===== src/rtl/acm_pkg.sv =====
package acm_pkg;

  typedef enum logic {
    MODE_LEVEL = 1'b0,
    MODE_DRAM  = 1'b1
  } acm_mode_e;

  // Bits needed to hold a value in 0..n
  function automatic int unsigned acm_count_bits(input int unsigned n);
    return (n < 1) ? 1 : $clog2(n + 1);
  endfunction

endpackage


===== src/rtl/acm_activity.sv =====
module acm_activity
  import acm_pkg::*;
#(
  parameter int unsigned REQ_W  = 4,
  parameter int unsigned STAGES = 4,
  parameter int unsigned INC_W  = 3
) (
  input  acm_mode_e          mode,
  input  logic [REQ_W-1:0]   req_vld,
  input  logic [STAGES-1:0]  pipe_vld,
  input  logic               mshr_nonempty,
  input  logic               dram_access,
  input  logic               llc_mshr_nonempty,
  output logic [INC_W-1:0]   acc_inc,
  output logic               busy
);

  logic [INC_W-1:0] req_pop;
  logic             req_any;
  logic             pipe_any;

  // population count of the request strobes
  always_comb begin
    req_pop = '0;
    for (int i = 0; i < int'(REQ_W); i++) begin
      req_pop = req_pop + INC_W'(req_vld[i]);
    end
  end

  assign req_any = |req_vld;

  generate
    if (STAGES == 1) begin : g_pipe_single
      assign pipe_any = pipe_vld[0];
    end else begin : g_pipe_multi
      assign pipe_any = |pipe_vld;
    end
  endgenerate

  always_comb begin
    unique case (mode)
      MODE_DRAM: begin
        acc_inc = INC_W'(dram_access);
        busy    = llc_mshr_nonempty;
      end
      default: begin
        acc_inc = req_pop;
        busy    = req_any | pipe_any | mshr_nonempty;
      end
    endcase
  end

endmodule


===== src/rtl/acm_sat_counter.sv =====
module acm_sat_counter #(
  parameter int unsigned CNT_W = 48,
  parameter int unsigned INC_W = 3
) (
  input  logic             clk,
  input  logic             rst,
  input  logic             clr,
  input  logic             en,
  input  logic [INC_W-1:0] inc,
  output logic [CNT_W-1:0] cnt_q,
  output logic             hit_max
);

  localparam int unsigned PAD_W = CNT_W + 1 - INC_W;

  logic [CNT_W:0]   sum;
  logic [CNT_W-1:0] nxt;

  assign sum     = {1'b0, cnt_q} + {{PAD_W{1'b0}}, inc};
  assign nxt     = sum[CNT_W] ? {CNT_W{1'b1}} : sum[CNT_W-1:0];
  assign hit_max = en & ~clr & (&nxt);

  always_ff @(posedge clk) begin
    if (rst || clr) begin
      cnt_q <= '0;
    end else if (en) begin
      cnt_q <= nxt;
    end
  end


  no_wrap_chk: assert property (@(posedge clk) disable iff (rst)
    !clr |=> cnt_q >= $past(cnt_q));


  clear_zero_chk: assert property (@(posedge clk) disable iff (rst)
    clr |=> cnt_q == '0);


  hold_when_off_chk: assert property (@(posedge clk) disable iff (rst)
    (!clr && !en) |=> $stable(cnt_q));

endmodule


===== src/rtl/acm_snap.sv =====
module acm_snap #(
  parameter int unsigned W = 48
) (
  input  logic         clk,
  input  logic         rst,
  input  logic         load,
  input  logic [W-1:0] d,
  output logic [W-1:0] q
);

  always_ff @(posedge clk) begin
    if (rst) begin
      q <= '0;
    end else if (load) begin
      q <= d;
    end
  end


  snap_hold_chk: assert property (@(posedge clk) disable iff (rst)
    !load |=> $stable(q));


  snap_load_chk: assert property (@(posedge clk) disable iff (rst)
    load |=> q == $past(d));

endmodule


===== src/rtl/acc_cycle_monitor.sv =====
module acc_cycle_monitor
  import acm_pkg::*;
#(
  parameter int unsigned CNT_W  = 48,
  parameter int unsigned REQ_W  = 4,
  parameter int unsigned STAGES = 4
) (
  input  logic              clk,
  input  logic              rst,
  input  logic              enable,
  input  logic              clear,
  input  logic              snapshot,
  input  logic              mem_mode,
  input  logic [REQ_W-1:0]  req_vld,
  input  logic [STAGES-1:0] pipe_vld,
  input  logic              mshr_nonempty,
  input  logic              dram_access,
  input  logic              llc_mshr_nonempty,
  output logic [CNT_W-1:0]  access_count,
  output logic [CNT_W-1:0]  busy_cycles,
  output logic [CNT_W-1:0]  snap_access,
  output logic [CNT_W-1:0]  snap_cycles,
  output logic              sat_flag
);

  localparam int unsigned INC_W = acm_count_bits(REQ_W);

  logic [INC_W-1:0] acc_inc;
  logic             busy;
  logic             acc_hit;
  logic             cyc_hit;

  acm_activity #(
    .REQ_W (REQ_W),
    .STAGES(STAGES),
    .INC_W (INC_W)
  ) u_activity (
    .mode             (acm_mode_e'(mem_mode)),
    .req_vld          (req_vld),
    .pipe_vld         (pipe_vld),
    .mshr_nonempty    (mshr_nonempty),
    .dram_access      (dram_access),
    .llc_mshr_nonempty(llc_mshr_nonempty),
    .acc_inc          (acc_inc),
    .busy             (busy)
  );

  acm_sat_counter #(
    .CNT_W(CNT_W),
    .INC_W(INC_W)
  ) u_acc_cnt (
    .clk    (clk),
    .rst    (rst),
    .clr    (clear),
    .en     (enable),
    .inc    (acc_inc),
    .cnt_q  (access_count),
    .hit_max(acc_hit)
  );

  acm_sat_counter #(
    .CNT_W(CNT_W),
    .INC_W(1)
  ) u_cyc_cnt (
    .clk    (clk),
    .rst    (rst),
    .clr    (clear),
    .en     (enable),
    .inc    (busy),
    .cnt_q  (busy_cycles),
    .hit_max(cyc_hit)
  );

  acm_snap #(.W(CNT_W)) u_snap_acc (
    .clk (clk),
    .rst (rst),
    .load(snapshot),
    .d   (access_count),
    .q   (snap_access)
  );

  acm_snap #(.W(CNT_W)) u_snap_cyc (
    .clk (clk),
    .rst (rst),
    .load(snapshot),
    .d   (busy_cycles),
    .q   (snap_cycles)
  );

  always_ff @(posedge clk) begin
    if (rst || clear) begin
      sat_flag <= 1'b0;
    end else if (acc_hit || cyc_hit) begin
      sat_flag <= 1'b1;
    end
  end


  one_per_cycle_chk: assert property (@(posedge clk) disable iff (rst)
    !clear |=> (busy_cycles - $past(busy_cycles)) <= CNT_W'(1));


  acc_step_chk: assert property (@(posedge clk) disable iff (rst)
    !clear |=> (access_count - $past(access_count)) <= CNT_W'(REQ_W));


  dram_idle_chk: assert property (@(posedge clk) disable iff (rst)
    (mem_mode && !llc_mshr_nonempty && !clear) |=> $stable(busy_cycles));


  sat_sticky_chk: assert property (@(posedge clk) disable iff (rst)
    (sat_flag && !clear) |=> sat_flag);


  sat_seen_chk: assert property (@(posedge clk) disable iff (rst)
    ((&access_count) || (&busy_cycles)) |-> sat_flag);

endmodule


===== config.mk =====
export PLATFORM = sky130hd
export DESIGN_NAME = acc_cycle_monitor
export DESIGN_NICKNAME = d
export VERILOG_FILES = /design/src/rtl/acm_pkg.sv /design/src/rtl/acm_activity.sv /design/src/rtl/acm_sat_counter.sv /design/src/rtl/acm_snap.sv /design/src/rtl/acc_cycle_monitor.sv
export SDC_FILE = /design/constraint.sdc
export NUM_CORES = 1
export LEC_CHECK = 0
export ABC_AREA = 1
export BUFFER_PORTS_ARGS = -buffer_cell sky130_fd_sc_hd__buf_2
export CAP_MARGIN = 20
export CORE_MARGIN = 4
export CORE_UTILIZATION = 28
export CTS_BUF_LIST = sky130_fd_sc_hd__clkbuf_4 sky130_fd_sc_hd__clkbuf_8 sky130_fd_sc_hd__clkbuf_16
export CTS_CLUSTER_SIZE = 10
export DETAILED_ROUTE_END_ITERATION = 10
export PLACE_DENSITY = 0.47
export SKIP_CTS_REPAIR_TIMING = 1
export SYNTH_ARGS = -nofsm -noshare
export SYNTH_HDL_FRONTEND = slang
export SYNTH_HIERARCHICAL = 1
export SYNTH_SLANG_ARGS = --single-unit

===== constraint.sdc =====
create_clock -name clk -period 3.5 [get_ports clk]
set_input_delay 0.175 -clock clk [delete_from_list [all_inputs] [get_ports clk]]
set_output_delay 0.175 -clock clk [all_outputs]
set_load 0.01 [all_outputs]

# Yosys cells after proc, flatten, opt, wreduce, memory -nomap -nowiden
# Cells that the tools add are included.
word_totals:
  output_inout_bits: 193
  word_cells: 26
  register_bits: 193
classes:
  n_bitwise: 6
  n_reduce_logical: 6
  mux: 4
  n_addsub: 5
ops:
  columns: ["operator", "n"]
  rows:
  - ["2-to-1 mux 48 bit", 2]
  - ["AND reduction 48 bit", 2]
  - ["adder 48 x 1 -> 49 bit", 1]
  - ["adder 48 x 3 -> 49 bit", 1]
  - ["OR reduction 4 bit", 2]
  - ["adder 3 x 1 -> 3 bit", 2]
  - ["AND 1 bit", 3]
  - ["2-to-1 mux 3 bit", 1]
  - ["adder 1 x 1 -> 2 bit", 1]
  - ["logical OR 1 bit", 2]
  - ["bitwise OR 1 bit", 2]
  - ["2-to-1 mux 1 bit", 1]
  - ["NOT 1 bit", 1]

# Longest topological paths before layout
depth:
  depth_word: 9
  depth_mapped: 23
  depth_no_buf: 23

# Hierarchy
# Netlist, hierarchy kept.
by_module_without_submodules:
  columns: ["mod", "seq_area_each_um2", "n_inst", "cells_each", "area_per_inst_um2"]
  rows:
  - ["acm_snap", 960.9, 2, 305, 1976.9]
  - ["acm_sat_counter (u_cyc_cnt)", 960.9, 1, 655, 3707.3]
  - ["acm_sat_counter (u_acc_cnt)", 960.9, 1, 650, 3677.3]
  - ["acm_activity", 0.0, 1, 23, 140.1]
  - ["acc_cycle_monitor", 20.0, 1, 7, 50.0]

# Worst setup path after synthesis
# Ideal clock, no wire load.
synth_timing:
  kind: "in2reg"
  startpoint: "input port req_vld[0]"
  endpoint: "register sat_flag"
  t_arrival_ns: 2.862
  setup_ns: 0.066
  stages: 22
  n_path_buf: 2
  path_slack_ns: 0.572
  path_cell_list: "fa_1 ha_1 ha_1 inv_1 nor2_1 fa_1 nand3_1 nand2_2 nand2_4 nor2_4 nand3_2 buf_6 buf_6 nand2_2 nand2_1 nor2_1 nand2_1 nor2_1 nand2_1 nor2_2 nor2_1 a21oi_2"
synth_between:
  elab_chain_len: 9
  word_cells_on_any_way: 17
synth_lines:
  columns: ["element", "line_no", "source"]
  rows:
  - ["start, declared", "acc_cycle_monitor.sv:14", "input logic [REQ_W-1:0] req_vld,"]
  - ["adder 1 x 1 -> 2 bit", "acm_activity.sv:26", "req_pop = req_pop + INC_W'(req_vld[i]);"]
  - ["adder 3 x 1 -> 3 bit (2 in series)", "acm_activity.sv:26", null]
  - ["2-to-1 mux 3 bit", "acm_activity.sv:41", "unique case (mode)"]
  - ["via acc_inc[1]", "acc_cycle_monitor.sv:28", "logic [INC_W-1:0] acc_inc;"]
  - ["adder 48 x 3 -> 49 bit", "acm_sat_counter.sv:19", "assign sum = {1'b0, cnt_q} + {{PAD_W{1'b0}}, inc};"]
  - ["2-to-1 mux 48 bit", "acm_sat_counter.sv:20", "assign nxt = sum[CNT_W] ? {CNT_W{1'b1}} : sum[CNT_W-1:0];"]
  - ["AND reduction 48 bit", "acm_sat_counter.sv:21", "assign hit_max = en & ~clr & (&nxt);"]
  - ["AND 1 bit", "acm_sat_counter.sv:21", null]
  - ["via acc_hit", "acc_cycle_monitor.sv:30", "logic acc_hit;"]
  - ["logical OR 1 bit", "acc_cycle_monitor.sv:93", "end else if (acc_hit || cyc_hit) begin"]
  - ["end signal, assigned", "acc_cycle_monitor.sv:92", "sat_flag <= 1'b0;"]
  - ["end signal, assigned", "acc_cycle_monitor.sv:94", "sat_flag <= 1'b1;"]
  - ["end, declared", "acc_cycle_monitor.sv:23", "output logic sat_flag"]
# The timed path passes the listed nets, and every way through them passes these cells.
# A chain may end at the register's enable or synchronous reset.

# Worst setup path after layout
# Same ends and word-level chain as after synthesis.

==> flow_summary.json <==
{
  "status": "finished, final reports clean",
  "switching_share_pct": 27.6,
  "layout.nets": 2172,
  "clk_path_buf_depth": 2,
  "cts_root_buf": "clkbuf_16",
  "syn_inst": 1945,
  "numCtsBuffers": 17,
  "cts_tree": "yes",
  "cap_violations": 0,
  "yosys-top-cells-count": "554 x nand2_1, 427 x nor2_1, 290 x inv_1",
  "detailedPlace.worstSlack_ps": -3.52,
  "drc": 0,
  "final_util_pct": 34.0,
  "synth_seq_cells": 193,
  "start_util_pct": 28.3,
  "via_per_inst": 4.58,
  "stdcell_count": 2690,
  "end_kind": "flip-flop",
  "critical_path.startpoint": "req_vld[0]",
  "ant_nets": 0,
  "yosysTopAreaCell": "dfxtp_1",
  "p_switching_mw": 1.43,
  "worstPathMaxFanout": 5,
  "worstSetupPathDepth": 21,
  "worst_slack_ps": 544,
  "cts.clk_slew.worst_paths_ps": 80,
  "grt_start_max_net_pins": 97,
  "synth_seq_area_share_pct": 33.5,
  "rr_endpoint": "sat_flag",
  "die_width_um": 211,
  "clockPowerShare_pct": 42.1,
  "drt_iter0_markers": 783,
  "slowest_delay_ps": 480,
  "intPower_mw": 3.75,
  "hpwl_mm": 31.0,
  "antenna_cells": 0,
  "io_pins": 210,
  "synth_warnings": 6,
  "crit_end": "sat_flag",
  "skew_ps": 9.33,
  "cp_num_buf_inv": 2,
  "grt_util_all_layers_pct": 18.4,
  "r2r-start": "u_cyc_cnt/cnt_q[0]",
  "crit_path_cell_trace": "buf_2, fa_1, ha_1, ha_1, inv_1, nor2_1, fa_1, nand3_1, nand2_2, nand2_1, nor2_1, xor2_1, nand2_1, nand2_1, nor2_1, nand2_1, nor2_1, nand2_1, nor2_2, nor2_1, a21oi_2",
  "period_minus_slack_ps": 2960,
  "holdCritStartpoint": "clear",
  "clock_latency_ps": 490,
  "cp_top_family": "simple AND/OR/NAND/NOR gates",
  "drive_above_1_share_pct": 14.9,
  "syn_to_final_growth_pct": 20.2,
  "yosys.cell_count.top_type": "nand2_1",
  "synth_area_leaders": "dfxtp_1 34%, nand2_1 18%, nor2_1 14%, inv_1 9.4%, nand3_1 6.2%",
  "drt_wl_total_mm": 40.8,
  "grt_overflow_total": 0,
  "avgSynthCellArea_um2": 5.93,
  "synth_ff_type": "dfxtp_1",
  "reg2reg_depth": 14,
  "synthArstFlopShare_pct": 0,
  "grt_pass1_wl_mm": 63.9,
  "maxSlewHeadroom_pct": 53.2,
  "crit_required_ps": 3930,
  "port_buffers": 209,
  "cp_slowest_cell": "fa_1",
  "fp.dieH_um": 211,
  "dpl.cell_count": 2658,
  "hold_slack_ps": 64.9,
  "synth_area_um2": 11500,
  "tightest_slew_ps": 702,
  "nFillCells": 4570,
  "cp.arrival_ps": 3390,
  "ff2ff_setup_slack_ps": 600,
  "num_vias": 12300,
  "startpoint_type": "input pin",
  "crit_type": "in2reg",
  "dieArea_um2": 44500,
  "synth_edf_count": 0,
  "power_density_nw_per_um2": 374,
  "h-tree-depth": 4,
  "maxSlewViolCount": 0,
  "gp_congestion": 0.913,
  "antenna_found_initial": 0,
  "yosysTopAreaCellShare_pct": 33.5,
  "setup_viol": 0,
  "p_leak_nw": 6.74,
  "post_drt_wl_per_cell_um": 15.2,
  "hold_viol_final": 0,
  "final.period_utilization_pct": 84.5,
  "first_pass_iters": 5,
  "grt_pass1_vias": 11500,
  "pwr-share-seq_pct": 46.4,
  "ys_types": 38,
  "combinationalPowerShare_pct": 11.5,
  "hold_path_class": "in2reg",
  "cts_sinks": 193,
  "coreArea_um2": 40700,
  "ir_drop_v": 0.000363,
  "rows": 74,
  "rsz0062_at_grt": "no",
  "fmax_mhz": 338,
  "synth.net_count": 1972
}
==> placed cells by master (no fill, tap or decap), types with 8 or more instances in the layout <==
cell	n
nand2_2	9
clkbuf_16	17
o21ai_0	69
nand3_1	143
a211oi_1	27
buf_2	208
buf_4	36
inv_1	290
dfxtp_1	193
nand4_1	29
nor2_1	427
a21oi_1	43
nand2_1	554
ha_1	8
nor2_2	12
xor2_1	12
o211ai_1	13
==> state kept, by name, summed over array words and instances (netlist names) <==
name             count
sat_flag             1
u_cyc_cnt/cnt_q     48
u_snap_acc/q        48
u_snap_cyc/q        48
u_acc_cnt/cnt_q     48
==> metrics by stage <==
stage	area [um^2]	power, mW	setup TNS, ps
detailed placement	13200	3.06	-3.52
finish	13900	5.18	0
floorplan	11500	2.82	0
global placement	13200	3.06	0
CTS	13900	5.30	0
global route	13900	5.46	0
==> layer usage <==
metal  GRT usage, %  part of all wire [%]
met5              0                     0
met4           6.64                   2.8
met3           4.29                   5.4
met2           31.9                    49
met1           22.2                    43
==> power groups by stage <==
| stage | registers [mW] | clock network, mW | logic [mW] |
|---|---|---|---|
| 2_1_floorplan | 2.47 | 0 | 0.353 |
| 6_report | 2.40 | 2.18 | 0.597 |
| 3_5_place_dp | 2.46 | 0 | 0.606 |
| 5_1_grt | 2.42 | 2.36 | 0.683 |
| 3_3_place_gp | 2.46 | 0 | 0.601 |
| 4_1_cts | 2.41 | 2.28 | 0.608 |
==> cell families (layout without fill, tap and decap cells) <==
logic type	after synthesis	after routing	synth area share (%)
AOI/OAI and AO/OA	160	160	7.90
adders and majority gates	10	10	1.22
xor gates and xnor gates	15	15	1.14
and+or+nand+nor	1201	1201	43.1
DFF	193	193	33.5
buffers and inverters	366	579	13.2
==> area by class of cell <==
| cell class | count | area (um^2) | share of cell area (%) |
|---|---|---|---|
| Sequential cell | 193 | 3860 | 27.9 |
| Inverter | 297 | 1110 | 8.04 |
| Multi-Input combinational cell | 1386 | 6150 | 44.4 |
| Tap cell | 532 | 666 | 4.80 |
| Clock inverter | 12 | 183 | 1.32 |
| Timing Repair Buffer | 250 | 1430 | 10.3 |
| Clock buffer | 20 | 454 | 3.28 |
==> worst register-to-register path, cell delays in order, from the launching register on <==
cell,delay [ps]
dfxtp_1,390
ha_1,230
ha_1,210
nand2_2,100
nor2_8,210
nand2_1,80
nor2_1,220
nand4_1,390
nand3_1,270
nand3_1,170
nor2_1,170
nand3_1,90
nor2_1,160
nor2_1,80
a21oi_2,100
==> how the worst min path moves through the flow <==
stage	cells past startpoint	end	slack (ps)
after floorplan	3	sat_flag	350
after global placement	2	u_snap_acc/q[2]	450
after detailed placement	2	u_snap_acc/q[2]	460
after CTS	4	sat_flag	30
after global routing	4	sat_flag	50
final	4	sat_flag	60
Note: power is estimated with default switching activity, not from simulation.
